$ cat config.mk
export PLATFORM = sky130hd
export DESIGN_NAME = fdiv_prog_ctrl
export DESIGN_NICKNAME = d
export VERILOG_FILES = /design/src/rtl/fdiv_pkg.sv /design/src/rtl/fdiv_sync.sv /design/src/rtl/fdiv_shifter.sv /design/src/rtl/fdiv_select.sv /design/src/rtl/fdiv_prog_ctrl.sv
export SDC_FILE = /design/constraint.sdc
export NUM_CORES = 1
export LEC_CHECK = 0
export BUFFER_PORTS_ARGS = -buffer_cell sky130_fd_sc_hd__buf_4
export CAP_MARGIN = 20
export CORE_MARGIN = 8
export CORE_UTILIZATION = 50
export CTS_CLUSTER_SIZE = 8
export DETAILED_ROUTE_END_ITERATION = 12
export GPL_TIMING_DRIVEN = 0
export HOLD_SLACK_MARGIN = 0.15
export PLACE_DENSITY = 0.76
export SLEW_MARGIN = 30
export SYNTH_ARGS = -nofsm -noshare
export SYNTH_HDL_FRONTEND = slang
export SYNTH_SLANG_ARGS = --single-unit
$ cat constraint.sdc
create_clock -name clk -period 2.1 [get_ports clk]
set_clock_uncertainty 0.15 [all_clocks]
set_input_delay 0 -clock clk [delete_from_list [all_inputs] [get_ports clk]]
set_output_delay 0 -clock clk [all_outputs]
set_load 0.02 [all_outputs]
$ cat src/rtl/fdiv_pkg.sv
package fdiv_pkg;
  localparam int DIV_W_DEF   = 6;
  localparam int NOMINAL_DEF = 50;
  localparam int SPAN_LO_DEF = 45;
  localparam int SPAN_HI_DEF = 55;
  localparam int SYNC_DEF    = 2;

  // channel positions inside the synchronizer vector
  typedef enum int {
    CH_SCLK = 0,
    CH_SDAT = 1,
    CH_LOAD = 2,
    CH_MODE = 3
  } sync_ch_e;

  localparam int SYNC_CH = 4;
endpackage

$ cat src/rtl/fdiv_sync.sv
module fdiv_sync #(
  parameter int WIDTH  = 4,
  parameter int STAGES = 2
) (
  input  logic             clk,
  input  logic             rst_n,
  input  logic [WIDTH-1:0] d,
  output logic [WIDTH-1:0] q,
  output logic [WIDTH-1:0] q_d
);
  localparam int ST = (STAGES < 2) ? 2 : STAGES;

  logic [ST-1:0][WIDTH-1:0] stg;

  always_ff @(posedge clk or negedge rst_n) begin
    if (!rst_n) begin
      stg <= '0;
      q_d <= '0;
    end else begin
      stg <= {stg[ST-2:0], d};
      q_d <= stg[ST-1];
    end
  end

  assign q = stg[ST-1];
endmodule

$ cat src/rtl/fdiv_shifter.sv
module fdiv_shifter #(
  parameter int W       = 6,
  parameter int RST_VAL = 50
) (
  input  logic         clk,
  input  logic         rst_n,
  input  logic         shift_evt,
  input  logic         bit_in,
  input  logic         commit_evt,
  output logic [W-1:0] shreg,
  output logic [W-1:0] ctrl
);
  localparam logic [W-1:0] RST_V = W'(RST_VAL);

  function automatic logic [W-1:0] push_bit(input logic [W-1:0] cur, input logic b);
    return {cur[W-2:0], b};
  endfunction

  always_ff @(posedge clk or negedge rst_n) begin
    if (!rst_n) begin
      shreg <= RST_V;
    end else if (shift_evt) begin
      shreg <= push_bit(shreg, bit_in);
    end
  end

  always_ff @(posedge clk or negedge rst_n) begin
    if (!rst_n) begin
      ctrl <= RST_V;
    end else if (commit_evt) begin
      ctrl <= shreg;
    end
  end

  AST_SHIFT_MSB_FIRST: assert property (@(posedge clk) disable iff (!rst_n)
    shift_evt |=> (shreg[W-1:1] == $past(shreg[W-2:0])) && (shreg[0] == $past(bit_in)));
  AST_SHREG_IDLE: assert property (@(posedge clk) disable iff (!rst_n)
    !shift_evt |=> $stable(shreg));
  AST_COMMIT_COPY: assert property (@(posedge clk) disable iff (!rst_n)
    commit_evt |=> ctrl == $past(shreg));
  AST_CTRL_HOLD: assert property (@(posedge clk) disable iff (!rst_n)
    !commit_evt |=> $stable(ctrl));
endmodule

$ cat src/rtl/fdiv_select.sv
module fdiv_select #(
  parameter int W       = 6,
  parameter int NOMINAL = 50,
  parameter int SPAN_LO = 45,
  parameter int SPAN_HI = 55
) (
  input  logic         mode,
  input  logic [W-1:0] ctrl,
  output logic [W-1:0] div_sel,
  output logic         in_range
);
  localparam logic [W-1:0] NOM_V = W'(NOMINAL);
  localparam logic [W-1:0] LO_V  = W'(SPAN_LO);
  localparam logic [W-1:0] HI_V  = W'(SPAN_HI);

  function automatic logic in_span(input logic [W-1:0] v);
    return (v >= LO_V) && (v <= HI_V);
  endfunction

  always_comb begin
    div_sel  = mode ? ctrl : NOM_V;
    in_range = in_span(div_sel);
  end
endmodule

$ cat src/rtl/fdiv_prog_ctrl.sv
module fdiv_prog_ctrl
  import fdiv_pkg::*;
#(
  parameter int DIV_W   = DIV_W_DEF,
  parameter int NOMINAL = NOMINAL_DEF,
  parameter int SPAN_LO = SPAN_LO_DEF,
  parameter int SPAN_HI = SPAN_HI_DEF,
  parameter int SYNC_ST = SYNC_DEF
) (
  input  logic             clk,
  input  logic             rst_n,
  input  logic             ser_clk,
  input  logic             ser_dat,
  input  logic             ser_ld,
  input  logic             margin_mode,
  output logic [DIV_W-1:0] div_sel,
  output logic             div_in_range
);
  localparam logic [DIV_W-1:0] NOM_V = DIV_W'(NOMINAL);

  logic [SYNC_CH-1:0] pin_vec, pin_s, pin_sd;

  always_comb begin
    pin_vec          = '0;
    pin_vec[CH_SCLK] = ser_clk;
    pin_vec[CH_SDAT] = ser_dat;
    pin_vec[CH_LOAD] = ser_ld;
    pin_vec[CH_MODE] = margin_mode;
  end

  fdiv_sync #(.WIDTH(SYNC_CH), .STAGES(SYNC_ST)) u_sync (
    .clk(clk), .rst_n(rst_n), .d(pin_vec), .q(pin_s), .q_d(pin_sd)
  );

  // named events for the checks
  logic sclk_rise, load_on, shift_evt, load_fall, mode_s;
  assign sclk_rise = pin_s[CH_SCLK] & ~pin_sd[CH_SCLK];
  assign load_on   = pin_s[CH_LOAD];
  assign shift_evt = sclk_rise & load_on;
  assign load_fall = ~pin_s[CH_LOAD] & pin_sd[CH_LOAD];
  assign mode_s    = pin_s[CH_MODE];

  logic [DIV_W-1:0] shreg, ctrl;

  fdiv_shifter #(.W(DIV_W), .RST_VAL(NOMINAL)) u_shift (
    .clk(clk), .rst_n(rst_n), .shift_evt(shift_evt), .bit_in(pin_s[CH_SDAT]),
    .commit_evt(load_fall), .shreg(shreg), .ctrl(ctrl)
  );

  fdiv_select #(.W(DIV_W), .NOMINAL(NOMINAL), .SPAN_LO(SPAN_LO), .SPAN_HI(SPAN_HI)) u_sel (
    .mode(mode_s), .ctrl(ctrl), .div_sel(div_sel), .in_range(div_in_range)
  );

  AST_EVT_EXCL: assert property (@(posedge clk) disable iff (!rst_n)
    $onehot0({shift_evt, load_fall}));
  AST_NOMINAL_MODE: assert property (@(posedge clk) disable iff (!rst_n)
    !mode_s |-> (div_sel == NOM_V) && div_in_range);
  AST_MODE_EXIT: assert property (@(posedge clk) disable iff (!rst_n)
    $fell(mode_s) |-> div_sel == NOM_V);
  AST_MARGIN_PASS: assert property (@(posedge clk) disable iff (!rst_n)
    mode_s |-> div_sel == ctrl);
endmodule

==> impl_results.md, run 1 <==
* First-pass GRT wire length at 2210 um
* CTS Root Buffer Type: clkbuf_4
* Floorplan row count at 14
* Nets at 76
* Commonest cells in the netlist: dfrtp_1, dfstp_2, mux2_2, mux2_4
* Sequential share of the synthesized area at 0.684
* CTS sink cnt at 22
* Largest net degree at the start of global routing at 17
* FMAX at 674 MHz
* Die height at 56.4 um
* Gpl congestion at 0.687
* Gr ovfl total at 0
* Crit. End Element: output port
* Top cells by area, synth: dfrtp_1, dfstp_2, mux2_4
* CP arrival at 1.33 ns
* Drt drc at 0
* Gr usage total at 0.0870
* Rel. slew slack at 0.825
* DR vias at 409
* Ys async rst share at 1.00
* Synth Instances at 47
* Crit Path Max Fanout at 4
* CP required at 1.95 ns
* Yosys top cell by area: dfrtp_1
* Number of global-route vias before repair at 481
* Synth Flop Type: dfrtp_1
* Fin crit period at 1.48 ns
* Drt pass-1 iters at 2
* Vias per inst at 4.81
* Initial DRC Count at 2
* Final hold vios at 0
* EDFF count, synth at 0
* Hold_ws at 0.200 ns
* Share of layout cells above drive strength 1 at 0.522
* CTS tree: yes
* Die X at 56.4 um
* Worst hold path type: in2reg
* Peak VDD IR at 673 uV
* Max Slew Vio Count at 0
* Die ar. at 3180 um^2
* Post-CTS Resized at 0
* Synth cell types at 13
* CTS Buf Count at 3
* Slew @ Worst Pin at 0.262 ns
* Synth top area share at 0.491
* Cell Pwr Density at 1130 nW/um^2
* Synthesized Nets at 53
* Antenna violations before repair at 0
* Max Cap Violations at 0
* Routed len/inst at 13.8 um
* H-tree depth at 1
* Flops & latches, synth at 22
* Detail Route Antenna Nets at 0
* Dpl ws at 0.807 ns
* Final setup vio count at 0
* Core ar. at 1520 um^2
* PortBufs at 12
* Final period util at 0.706
* CTS clk-pin slew, worst paths at 0.11 ns
* Syn Area/Cell at 17.4 um^2
* Ports at 13
* Post-Syn Area at 816 um^2
* Placed Cells at 75
* Drt total wl at 1170 um
* Yosys Warn Count at 0
* Critical Path Source Type: flip-flop
* Final Power at 1150 uW
* Outcome: finished clean
* Initial Util at 0.535
* Clk_lat worst skew at 0.29 ns
* Final setup TNS at 0 ns
* Slack of the critical path at 0.617 ns
* Post-CTS Setup Inserts at 0
* RSZ-0062 raised after global routing: false
* CTS Buffer Depth at 2
* Finished Layout Cells at 85
* Area growth, synth to finish at 25.3%
* Leakage at 0.000473 uW
* N_diodes at 0
* Top-count cell post-synth: dfrtp_1
* Worst Path Class, Setup: reg2out
path summary, 6_finish.rpt:
check | startpoint | endpoint | slack [ns] | cells after the start
min in group asynchronous | rst_n | u_shift.shreg[2]$_DFFE_PN0P_ | 0.49 | 3
worst max register to register | u_sync.q[2]$_DFF_PN0_ | u_shift.ctrl[2]$_DFFE_PN0P_ | 0.81 | 3
worst min-delay path | ser_dat | u_sync.stg[1]$_DFF_PN0_ | 0.20 | 2
worst max-delay path | u_shift.ctrl[5]$_DFFE_PN1P_ | div_in_range | 0.62 | 3
max in group asynchronous | rst_n | u_shift.ctrl[4]$_DFFE_PN1P_ | 1.04 | 3
worst min register to register | u_sync.stg[1]$_DFF_PN0_ | u_sync.q[1]$_DFF_PN0_ | 0.21 | 0
layout by cell type (no fill, tap or decap), types with 3 or more instances in the layout:
cell type / instances
nand2b_1: 3
dlygate4sd3_1: 6
buf_4: 12
mux2_4: 6
dfstp_2: 6
dfrtp_1: 16
mux2_2: 6
and2_1: 3
clkbuf_4: 3
kinds of logic (layout without fill, tap and decap cells):
logic type | Yosys count | in the layout | share of synthesized area
buf+inv | 1 | 23 | 0.0138
mux | 12 | 12 | 0.193
simple gates | 11 | 11 | 0.0982
compound gates | 1 | 1 | 0.0107
flops | 22 | 22 | 0.684
worst max-delay path: stages (launching register included):
cell	delay [ns]
dfstp_2	0.57
nand4b_1	0.10
o221ai_1	0.20
buf_4	0.18
repair_timing:
| action | CTS | global route |
|---|---|---|
| endpoints found under the hold margin | 26 | 0 |
| hold buffers | 7 | 0 |
| setup endpoints to repair | 0 | 16 |
cell type report:
cell class | count | area (um^2)
flip-flops and latches | 22 | 558
fillers | 106 | 502
repair buffers | 18 | 150
well taps | 16 | 20.0
clock buffers | 4 | 36.3
multi-input cells | 24 | 246
plain buffers | 1 | 11.3
state kept, by name, indices dropped and copies added, names as in the netlist:
signal / flops
u_shift.ctrl: 6
u_shift.shreg: 6
u_sync.q: 4
u_sync.q_d: 2
u_sync.stg: 4
per-stage QoR:
stage | utilization | instance area, um^2
floorplan | - | 816
global placement | 0.608 | 926
detailed placement | 0.608 | 926
CTS | 0.677 | 1030
global route | 0.671 | 1020
finish | 0.671 | 1020
power breakdown:
part           total, uW  internal (uW)  switching, uW  leakage (uW)
registers            647            566           80.9      0.000252
clock network        220            106            115     0.0000210
logic                288            183            105      0.000200
per-layer routing:
layer	wire length [um]	global-route usage
met5	0	0
met4	9	0.0412
met3	69	0.0382
met2	560	0.144
met1	534	0.0921
No activity file was read; power rests on OpenSTA's default activity.
==> run 2, diff against run 1 <==
CORE_UTILIZATION = 47   (was 50)
PLACE_DENSITY = 0.75   (was 0.76)
clock period = 1.2 ns   (was 2.1 ns; I/O delays follow)
==> run 2 against run 1 <==
Against the previous run: the run now ends with negative setup slack left; sequential power up 78%; register-to-register slack worse by 0.89 ns; clock power up 82%; first-iteration DRC count up 100%; design area up 12%; critical path type unchanged.
==> impl_results.md, run 2 (same netlist as run 1, synthesis figures left out) <==
* Clock power frac at 0.178
* Failing checks: negative setup slack
* Final setup vio count at 14
* Commonest non-fill, non-tap cells in the layout: dfrtp_1, mux2_4, buf_4, buf_6
* CTS clk-pin slew, worst paths at 0.12 ns
* Antenna violations before repair at 0
* Critical Path Source Type: flip-flop
* Finished Layout Cells at 91
* Core ar. at 1670 um^2
* Comb power frac at 0.313
* CP required at 1.05 ns
* Slack of the critical path at -0.364 ns
* Clk_lat worst skew at 0.30 ns
* N_diodes at 0
* Area growth, synth to finish at 40.2%
* Worst hold path type: in2reg
* Die height at 57.7 um
* Worst path cell trace: nand4b_1, o221ai_1, buf_4
* Hold_ws at 0.186 ns
* Max layer used: met4
* Routed wl met2 at 727 um
* Final Power at 2260 uW
* WL met1 at 591 um
* Max Slew Vio Count at 0
* Peak VDD IR at 1300 uV
* RSZ-0062 raised after global routing: true
* Gr ovfl total at 0
* Outcome: finished with violations
* Floorplan row count at 15
* Seq pwr share at 0.509
* Crit Path Max Fanout at 3
* CTS sink cnt at 22
* Placed Cells at 76
* Top Registers: u_shift.ctrl x6, u_shift.shreg x6
* Metal3 WL at 81 um
* Number of global-route vias before repair at 463
* Routed len/inst at 15.5 um
* Net load switching power at 597 uW
* Slew @ Worst Pin at 0.263 ns
* Detail Route Antenna Nets at 0
* Initial Util at 0.488
* Gr usage total at 0.0812
* Die X at 57.7 um
* Rel. slew slack at 0.825
* CP peak stage delay at 0.57 ns
* CTS tree: yes
* Share of layout cells above drive strength 1 at 0.622
* Gpl congestion at 0.689
* CP arrival at 1.41 ns
* Crit. End Element: output port
* Vias per inst at 5.00
* Die ar. at 3320 um^2
* CP max stage cell: dfstp_2
* First-pass GRT wire length at 2060 um
* FMAX at 639 MHz
* H-tree depth at 1
* Ports at 13
* PortBufs at 12
* Worst Path Class, Setup: reg2out
* CTS Buf Count at 3
* Drt drc at 0
* Cell Pwr Density at 1970 nW/um^2
* DR vias at 455
* Leakage at 0.000549 uW
* CTS Root Buffer Type: clkbuf_4
* Most common cell after layout, fill and taps aside: dfrtp_1
* Drt pass-1 iters at 2
* CTS Buffer Depth at 2
* Nets at 81
* Fin crit period at 1.56 ns
* Drt total wl at 1420 um
* Largest net degree at the start of global routing at 23
* Max Cap Violations at 0
* Initial DRC Count at 4
* Switching Fraction at 0.265
* Final period util at 1.30
* Internal Power at 1660 uW
* Final hold vios at 0
## run 2: cell types whose count changed in the layout (fill, tap and decap cells not counted), moves of 3 or more
cell | previous run | this run
buf_4 | 12 | 9
buf_6 | 1 | 8
mux2_4 | 6 | 12
mux2_2 | 6 | 0
## run 2: what timing repair did
action,in CTS,in global routing
resized for setup,12,6
buffers inserted,2,3
hold buffers,6,0
endpoints found under the setup margin,13,19
pin swaps,3,2
endpoints found under the hold margin,26,0
## run 2: worst max-delay path, delay by kind of cell (launching register included)
kind	cells	cell delay, ns
compound gates	1	0.24
buf+inv	1	0.19
flops	1	0.57
simple gates	1	0.11
## run 2: stage by stage
stage | setup WS [ns] | setup TNS [ns] | util | instance area [um^2]
finish | -0.364 | -1.06 | 0.685 | 1140
global route | -0.421 | -1.62 | 0.685 | 1140
CTS | -0.297 | -0.942 | 0.648 | 1080
detailed placement | -0.0972 | -0.439 | 0.555 | 927
global placement | -0.0742 | -0.314 | 0.555 | 927
floorplan | -0.0441 | -0.139 | - | 816
## run 2: final cells by class
| type | instances | area (um^2) |
|---|---|---|
| clock buffers | 4 | 36.3 |
| fillers | 115 | 527 |
| flip-flops and latches | 22 | 559 |
| well taps | 17 | 21.3 |
| plain buffers | 1 | 11.3 |
| repair buffers | 23 | 226 |
| multi-input cells | 24 | 289 |
## run 2: final timing paths
kind	start	slack, ns	cells past startpoint	to
worst min register to register	u_sync.stg[0]$_DFF_PN0_	0.21	0	u_sync.q[0]$_DFF_PN0_
worst min-delay path	ser_ld	0.19	2	u_sync.stg[2]$_DFF_PN0_
worst max-delay path	u_shift.ctrl[5]$_DFFE_PN1P_	-0.36	3	div_in_range
max in group asynchronous	rst_n	0.12	3	u_shift.ctrl[1]$_DFFE_PN1P_
worst max register to register	u_sync.q[2]$_DFF_PN0_	-0.08	3	u_shift.ctrl[0]$_DFFE_PN0P_
min in group asynchronous	rst_n	0.51	3	u_shift.ctrl[3]$_DFFE_PN0P_
## run 2: power groups by stage
stage | clock network, uW | logic, uW | registers [uW]
6_report | 401 | 707 | 1150
5_1_grt | 447 | 750 | 1180
4_1_cts | 408 | 623 | 1130
3_5_place_dp | 0 | 495 | 1150
3_3_place_gp | 0 | 481 | 1140
2_1_floorplan | 0 | 360 | 1100
## run 2: metal layers
layer	global-route usage	vias to the layer above
met5	0	-
met4	0.0315	0
met3	0.0331	2
met2	0.133	13
met1	0.0920	227
li1	-	213
